===== config.mk =====
export PLATFORM = sky130hd
export DESIGN_NAME = reset_cause_reg
export DESIGN_NICKNAME = d
export VERILOG_FILES = /design/src/rtl/rstc_pkg.sv /design/src/rtl/rstc_decode.sv /design/src/rtl/rstc_core.sv /design/src/rtl/rstc_pulse.sv /design/src/rtl/reset_cause_reg.sv
export SDC_FILE = /design/constraint.sdc
export NUM_CORES = 1
export LEC_CHECK = 0
export BUFFER_PORTS_ARGS = -buffer_cell sky130_fd_sc_hd__buf_2
export CAP_MARGIN = 20
export CORE_MARGIN = 1.5
export CORE_UTILIZATION = 31
export DETAILED_ROUTE_END_ITERATION = 12
export GPL_TIMING_DRIVEN = 0
export PLACE_DENSITY = 0.78
export REMOVE_ABC_BUFFERS = 1
export SLEW_MARGIN = 10
export SYNTH_ARGS = -nofsm -noshare
export SYNTH_HDL_FRONTEND = slang
export SYNTH_HIERARCHICAL = 1
export SYNTH_SLANG_ARGS = --single-unit

===== constraint.sdc =====
create_clock -name clk -period 2.71 [get_ports clk]
set_clock_uncertainty 0.1 [all_clocks]
set_input_delay 0.542 -clock clk [delete_from_list [all_inputs] [get_ports clk]]
set_output_delay 0.542 -clock clk [all_outputs]
set_load 0.005 [all_outputs]

===== src/rtl/rstc_pkg.sv =====
package rstc_pkg;
  // positions inside the five-bit cause field (field bit 4 = word bit 31)
  localparam int FIELD_W  = 5;
  localparam int F_PWRUP  = 4;
  localparam int F_SWPWR  = 3;
  localparam int F_SWEXT  = 2;
  localparam int F_BTNPWR = 1;
  localparam int F_BTNEXT = 0;

  localparam logic [FIELD_W-1:0] W1C_FIELD   = 5'b10011;
  localparam logic [FIELD_W-1:0] SET_FIELD   = 5'b01100;
  localparam logic [FIELD_W-1:0] PWRUP_FIELD = 5'b10000;

  typedef struct packed {
    logic valid;
    logic power_on;
  } rst_req_t;
endpackage


===== src/rtl/rstc_decode.sv =====
module rstc_decode #(
  parameter int              ADDR_W     = 16,
  parameter logic [ADDR_W-1:0] REG_OFFSET = 16'hF020
) (
  input  logic [ADDR_W-1:0] addr_i,
  input  logic              wr_i,
  input  logic              rd_i,
  output logic              wr_hit_o,
  output logic              rd_hit_o
);
  logic slot_match;
  logic upper_word;

  assign slot_match = (addr_i[ADDR_W-1:3] == REG_OFFSET[ADDR_W-1:3]);
  assign upper_word = addr_i[2];
  assign wr_hit_o   = wr_i && slot_match && upper_word;
  assign rd_hit_o   = rd_i && slot_match && upper_word;
endmodule


===== src/rtl/rstc_core.sv =====
module rstc_core
  import rstc_pkg::*;
(
  input  logic               clk,
  input  logic               rst,
  input  logic               wr_hit_i,
  input  logic [FIELD_W-1:0] wfield_i,
  input  logic               evt_i,
  input  logic               btn_pwr_i,
  input  logic               btn_ext_i,
  output logic [FIELD_W-1:0] cause_o,
  output logic               armed_o,
  output rst_req_t           req_o
);
  logic [FIELD_W-1:0] cause_q, cause_n;
  logic               armed_q, armed_n;
  logic               wr_eff;

  assign wr_eff = wr_hit_i && !evt_i;

  always_comb begin
    cause_n = cause_q;
    armed_n = armed_q;
    if (evt_i) begin
      if (armed_q) begin
        cause_n = PWRUP_FIELD;
        armed_n = 1'b0;
      end
    end else if (wr_hit_i) begin
      cause_n = (cause_q & ~(wfield_i & W1C_FIELD)) | (wfield_i & SET_FIELD);
      if (wfield_i[F_SWPWR]) armed_n = 1'b1;
    end
    if (btn_pwr_i) cause_n[F_BTNPWR] = 1'b1;
    if (btn_ext_i) cause_n[F_BTNEXT] = 1'b1;
  end

  always_ff @(posedge clk) begin
    if (rst) begin
      cause_q <= PWRUP_FIELD;
      armed_q <= 1'b0;
    end else begin
      cause_q <= cause_n;
      armed_q <= armed_n;
    end
  end

  assign req_o.valid    = wr_eff && (wfield_i[F_SWPWR] || wfield_i[F_SWEXT]);
  assign req_o.power_on = wr_eff && wfield_i[F_SWPWR];
  assign cause_o        = cause_q;
  assign armed_o        = armed_q;


  armed_load_chk: assert property (@(posedge clk) disable iff (rst)
    (evt_i && armed_q && !btn_pwr_i && !btn_ext_i) |=> (cause_q == PWRUP_FIELD && !armed_q));

  btn_wins_chk: assert property (@(posedge clk) disable iff (rst)
    btn_pwr_i |=> cause_q[F_BTNPWR]);

  req_bits_hold_chk: assert property (@(posedge clk) disable iff (rst)
    (!wr_hit_i && !evt_i) |=> $stable(cause_q[F_SWPWR:F_SWEXT]));

  evt_drops_write_chk: assert property (@(posedge clk) disable iff (rst)
    (evt_i && !armed_q && !btn_pwr_i && !btn_ext_i) |=> $stable(cause_q));
endmodule


===== src/rtl/rstc_pulse.sv =====
module rstc_pulse
  import rstc_pkg::*;
(
  input  logic     clk,
  input  logic     rst,
  input  rst_req_t req_i,
  output logic     req_o,
  output logic     power_on_o
);
  always_ff @(posedge clk) begin
    if (rst) begin
      req_o      <= 1'b0;
      power_on_o <= 1'b0;
    end else begin
      req_o      <= req_i.valid;
      power_on_o <= req_i.valid && req_i.power_on;
    end
  end


  kind_needs_req_chk: assert property (@(posedge clk) disable iff (rst)
    power_on_o |-> req_o);
endmodule


===== src/rtl/reset_cause_reg.sv =====
module reset_cause_reg
  import rstc_pkg::*;
#(
  parameter int                ADDR_W     = 16,
  parameter int                DATA_W     = 32,
  parameter logic [ADDR_W-1:0] REG_OFFSET = 16'hF020
) (
  input  logic              clk,
  input  logic              rst,
  input  logic [ADDR_W-1:0] bus_addr,
  input  logic              bus_wr,
  input  logic              bus_rd,
  input  logic [DATA_W-1:0] bus_wdata,
  output logic [DATA_W-1:0] bus_rdata,
  input  logic              sys_reset_done,
  input  logic              btn_power,
  input  logic              btn_extrst,
  output logic              reset_req,
  output logic              reset_req_power_on
);
  localparam int LOW_W = DATA_W - FIELD_W;

  logic               wr_hit, rd_hit;
  logic [FIELD_W-1:0] cause;
  logic               armed;
  rst_req_t           req_next;

  rstc_decode #(.ADDR_W(ADDR_W), .REG_OFFSET(REG_OFFSET)) i_decode (
    .addr_i   (bus_addr),
    .wr_i     (bus_wr),
    .rd_i     (bus_rd),
    .wr_hit_o (wr_hit),
    .rd_hit_o (rd_hit)
  );

  rstc_core i_core (
    .clk       (clk),
    .rst       (rst),
    .wr_hit_i  (wr_hit),
    .wfield_i  (bus_wdata[DATA_W-1 -: FIELD_W]),
    .evt_i     (sys_reset_done),
    .btn_pwr_i (btn_power),
    .btn_ext_i (btn_extrst),
    .cause_o   (cause),
    .armed_o   (armed),
    .req_o     (req_next)
  );

  rstc_pulse i_pulse (
    .clk        (clk),
    .rst        (rst),
    .req_i      (req_next),
    .req_o      (reset_req),
    .power_on_o (reset_req_power_on)
  );

  always_ff @(posedge clk) begin
    if (rst) bus_rdata <= '0;
    else     bus_rdata <= rd_hit ? {cause, {LOW_W{1'b0}}} : '0;
  end


  low_bits_zero_chk: assert property (@(posedge clk) disable iff (rst)
    bus_rdata[LOW_W-1:0] == '0);

  req_from_write_chk: assert property (@(posedge clk) disable iff (rst)
    reset_req |-> $past(bus_wr && bus_addr[2] && !sys_reset_done
                        && (bus_wdata[DATA_W-2] || bus_wdata[DATA_W-3])));

  arm_on_swpwr_chk: assert property (@(posedge clk) disable iff (rst)
    (reset_req && reset_req_power_on) |-> armed);
endmodule


# Word-level counts from Yosys, hierarchy flattened
# Index checks and enable logic that the tools add are counted.
dict set report op_classes {
  eq_ne 4
  n_mux 5
  bitwise_logic 4
  reduce_logical 19
}
# cell n
set op_table {}
lappend op_table {{5-bit 2-to-1 mux} 3}
lappend op_table {{13-bit == test, second input constant} 1}
lappend op_table {{1-bit logical AND} 8}
lappend op_table {{2-bit AND reduction} 4}
lappend op_table {{3-bit by 1-bit inequality test with 1-bit output, second input constant} 2}
lappend op_table {{3-bit nonzero test} 2}
lappend op_table {{5-bit bitwise AND} 1}
lappend op_table {{5-bit inverter} 1}
lappend op_table {{5-bit by 4-bit bitwise OR with 5-bit output} 1}
lappend op_table {{2-bit OR reduction} 2}
lappend op_table {{1-bit 2-to-1 mux} 2}
lappend op_table {{2-bit by 1-bit inequality test with 1-bit output, second input constant} 1}
lappend op_table {{2-bit nonzero test} 1}
lappend op_table {{1-bit logical NOT} 1}
lappend op_table {{1-bit logical OR} 1}
lappend op_table {{1-bit inverter} 1}
dict set report word_totals {
  regBits 40
}

# Logic depth before layout (Yosys ltp)
dict set report logic_depth {
  depth_word 6
  depth_mapped 4
  depth_no_buf 4
}

# Hierarchy
# Netlist, hierarchy kept.
# mod instances cells_each area_each_um2
set by_module_without_submodules {}
lappend by_module_without_submodules {reset_cause_reg 1 38 350.3}
lappend by_module_without_submodules {rstc_core 1 23 240.2}
lappend by_module_without_submodules {rstc_decode 1 7 58.8}
lappend by_module_without_submodules {rstc_pulse 1 4 55.1}

# Least setup slack after synthesis
# Ideal clock, no wire load.
dict set report synth_timing {
  kind {input-to-reg}
  from {input bus_addr[4]}
  to {register i_core.cause_q[1], in the netlist i_core/cause_o[1]}
  setup_ns 0.117
  t_arrival_ns 1.974
  t_required_ns 2.493
  path_slack_ns 0.519
  stages 4
  path_buffers 0
  path_cell_list {or4_4 -> nor4_1 -> nand3b_1 -> a32o_1}
}
dict set report synth_between {
  elab_chain_len 5
}
# item line
set synth_rtl {}
lappend synth_rtl {{start, declared} reset_cause_reg.sv:10} ;# input logic [ADDR_W-1:0] bus_addr,
lappend synth_rtl {{13-bit == test} rstc_decode.sv:14} ;# assign slot_match = (addr_i[ADDR_W-1:3] == REG_OFFSET[ADDR_W-1:3]);
lappend synth_rtl {{1-bit logical AND (2 in series)} rstc_decode.sv:16} ;# assign wr_hit_o = wr_i && slot_match && upper_word;
lappend synth_rtl {{named net wr_hit} reset_cause_reg.sv:23} ;# logic wr_hit, rd_hit;
lappend synth_rtl {{3-bit nonzero test (no line)} n/a}
lappend synth_rtl {{2-bit AND reduction (no line)} n/a}
lappend synth_rtl {{end signal, assigned} rstc_core.sv:42} ;# cause_q <= cause_n;
lappend synth_rtl {{end, declared} rstc_core.sv:15} ;# logic [FIELD_W-1:0] cause_q, cause_n;
# The timed path passes the listed nets, and every way through them passes these cells.
# A chain may end at the register's enable or synchronous reset.

==> impl_metrics.ini <==
[status]
outcome = completed

[critical_path]
r2r.worst_path.cells = 2
critPathSlowestCell = nor4_1
worst-r2r-setup-slack_ps = 1750
criticalPathCategory = in -> reg
worst-path-max-fanout = 7
crit_path_cell_trace = buf_2, or4_4, nor4_1, nor3b_1, and3b_1
reg2reg_to = i_core/cause_o[1]
worst_path_largest_cell_delay_ps = 760
worst_ep_arrival_time_ps = 2460
critical_path_startpoint_category = input port
worst-endpoint-required_ps = 2810
timing.rr.start = i_core/armed_o
critPathCaptureType = flip-flop

[detailed_routing]
drt.antenna.violating_nets = 0
drt-wirelength-per-cell_um = 9.370
routed-via-count = 550
drt_wl_total_um = 1265
drt-initial-drc-count = 2
drtPass1Iterations = 3
vias_per_cell = 4.074
drc_violations_left = 0

[clock_network]
maximum_clock_insertion_buffer_count = 2
clock_latency_ps = 270
cts_made_buffers = 3
cts_hold_repair.buffers = 0
clock_tree_from_tritoncts = yes
clock_tree.htree_level_count = 1
resize_count_post_cts = 0
cts_sinks = 13
cts_root_buffer = clkbuf_4
cts_setup_buffers = 0
path_clk_slew_ps = 70

[floorplanning]
floorplan.die.width_um = 50.67
fp.dieArea_um2 = 2567
design.core.area_um2 = 2170
start_util_pct = 32.47
rows = 17
floorplan.io_pins = 89
chipHeight_um = 50.67

[sta]
period_utilization_pct = 87.05
final.min_clock_period_ps = 2359
hold_violation_count_in_the_final_report = 0
worst-slew-pin-transition_ps = 908.4
rsz0062_at_grt = no
final.setup.tns_ps = 0
fmaxAchievable_mhz = 423.9
setup_viol = 0
worst_slew_margin_rel_pct = 38.88
maxSlewViolCount = 0
final_critical_path_setup_slack_ps = 350.9

[final_layout]
design.final.nets = 163
layout.core_utilization_pct = 37.83
layout.cell_area.non_filler_um2 = 820.8
layout-drive-gt1-share_pct = 38.32
antenna_cells = 0
flow.area_growth_from_synthesis_pct = 16.52
final_cell_count_no_fill = 135

[grt]
globalRouteTotalUtil_pct = 9.210
grt_antenna_before_repair = 0
total_gr_overflow = 0
number_of_global_route_vias_before_repair = 420
grt_start_max_net_pins = 11
grt_pass1_wl_um = 1725

[placement]
place.detailed.instances = 131
post_dp_cell_area_um2 = 794.5
place_congestion = 0.6624
post-place-ws_ps = 90.99
detailed_place_hpwl_um = 1073
buffer_ports.inserted = 32

[pwr]
power.share.combinational_pct = 11.3
internal-power_uw = 269.6
sequentialPowerShare_pct = 56.1
leakage_nw = 0.4480
power_frac_clock_pct = 32.6
ir_worst_vdd_v = 0.0001313
power_switching_uw = 78.00
net_switching_fraction_of_the_power_pct = 22.44
power.density_cell_area_nw_per_um2 = 423.5

[logic_synthesis]
yosys-top-cells-area = dfxtp_1, buf_4, and3b_1
fraction_of_synthesized_cell_area_taken_by_the_top_area_cell_type_pct = 36.94
yosys_register_bits = 13
syn-cell-area_um2 = 704.4
syn-mean-instance-area_um2 = 9.784
syn_inst = 72
synth.yosys.seq_area_share_pct = 36.94
yosysWarnings = 6
yosysUniqueCellTypes = 19
synthDominantAreaCellType = dfxtp_1

[worst_hold_path]
hold_depth = 1
timing.hold.worst_endpoint = i_core/cause_o[3]
timing.hold.worst.start = i_core/cause_o[3]
hold_path.class = reg -> reg

[flow_run]
max_cap_violations = 0
==> power by group through the flow <==
stage	sequential [mW]	combinational (mW)	clock, mW
after global placement	0.199	0.0374	0
after global routing	0.196	0.0438	0.126
after CTS	0.195	0.0386	0.116
after floorplan	0.199	0.0171	0
final	0.195	0.0394	0.113
after detailed placement	0.200	0.0386	0
==> layout by cell type, fill, tap and decap left out <==
cell type  count
buf_2         32
nand3b_1       2
clkbuf_1       1
conb_1        27
nor2b_1        1
nor3_1         1
and3b_2        3
inv_1          1
o21ai_0        1
o21a_1         2
a21oi_1        3
a32o_1         2
clkbuf_4       3
and3b_1        6
dfxtp_1       13
nor4_1         2
nor2_1         1
nor3b_1        1
nand4b_1       2
or4_4          1
or3b_2         2
==> how the worst max path moves through the flow <==
stage	cells past startpoint	start	to
CTS	5	bus_addr[4]	i_pulse/power_on_o
detailed placement	5	bus_addr[4]	i_pulse/power_on_o
finish	5	bus_addr[4]	i_pulse/power_on_o
global placement	5	bus_addr[4]	i_pulse/power_on_o
global route	5	bus_addr[4]	i_pulse/power_on_o
floorplan	4	bus_addr[4]	i_core/cause_o[1]
==> sequential cells by signal, indices dropped and copies added, names as in the netlist <==
| register | cells |
|---|---|
| bus_rdata | 5 |
| i_core/cause_o | 5 |
| i_core/armed_o | 1 |
| i_pulse/power_on_o | 1 |
| i_pulse/req_o | 1 |
==> final cells by class <==
class / count / area [um2]
clock buffers: 4 / 26.28
well taps: 28 / 35.03
multi-input cells: 57 / 335.3
repair buffers: 32 / 160.2
fillers: 238 / 1349
inverters: 1 / 3.754
flip-flops and latches: 13 / 260.3
==> kinds of logic after synthesis <==
| kind of cell | share of synthesized area (%) |
|---|---|
| and+or+nand+nor | 25.40 |
| AOI/OAI and AO/OA | 7.813 |
| other | 0.5323 |
| buffers and inverters | 29.31 |
| DFF | 36.94 |
==> critical path: cells and delay by family <==
| family | cells | cell delay (ps) |
|---|---|---|
| and+or+nand+nor | 4 | 1830 |
| buffers and inverters | 1 | 100 |
==> per-stage QoR <==
stage               hold WS, ps  power, mW
detailed placement        362.1     0.2382
floorplan                 333.3     0.2161
global placement          341.3     0.2368
global route              373.3     0.3653
finish                    380.1     0.3476
CTS                       378.8     0.3497
==> per-layer routing <==
metal | vias to the layer above | global-route usage, % | share of wire [%]
met5 | - | 0 | 0
met4 | 0 | 6.306 | 0.87
met3 | 2 | 3.869 | 11
met2 | 37 | 15.13 | 50
met1 | 243 | 9.437 | 38
li1 | 268 | - | -
==> Yosys cell counts <==
library cell,count
a21oi_1,3
o21ai_0,1
dfxtp_1,13
inv_1,1
nand3b_1,2
nor3_1,1
and3b_2,3
nor3b_1,1
or4_4,1
nand4b_1,2
and3b_1,6
nor2b_1,1
or3b_2,2
nor4_1,2
conb_1,1
buf_4,27
nor2_1,1
a32o_1,2
o21a_1,2
Power figures use the tool's default switching activity.
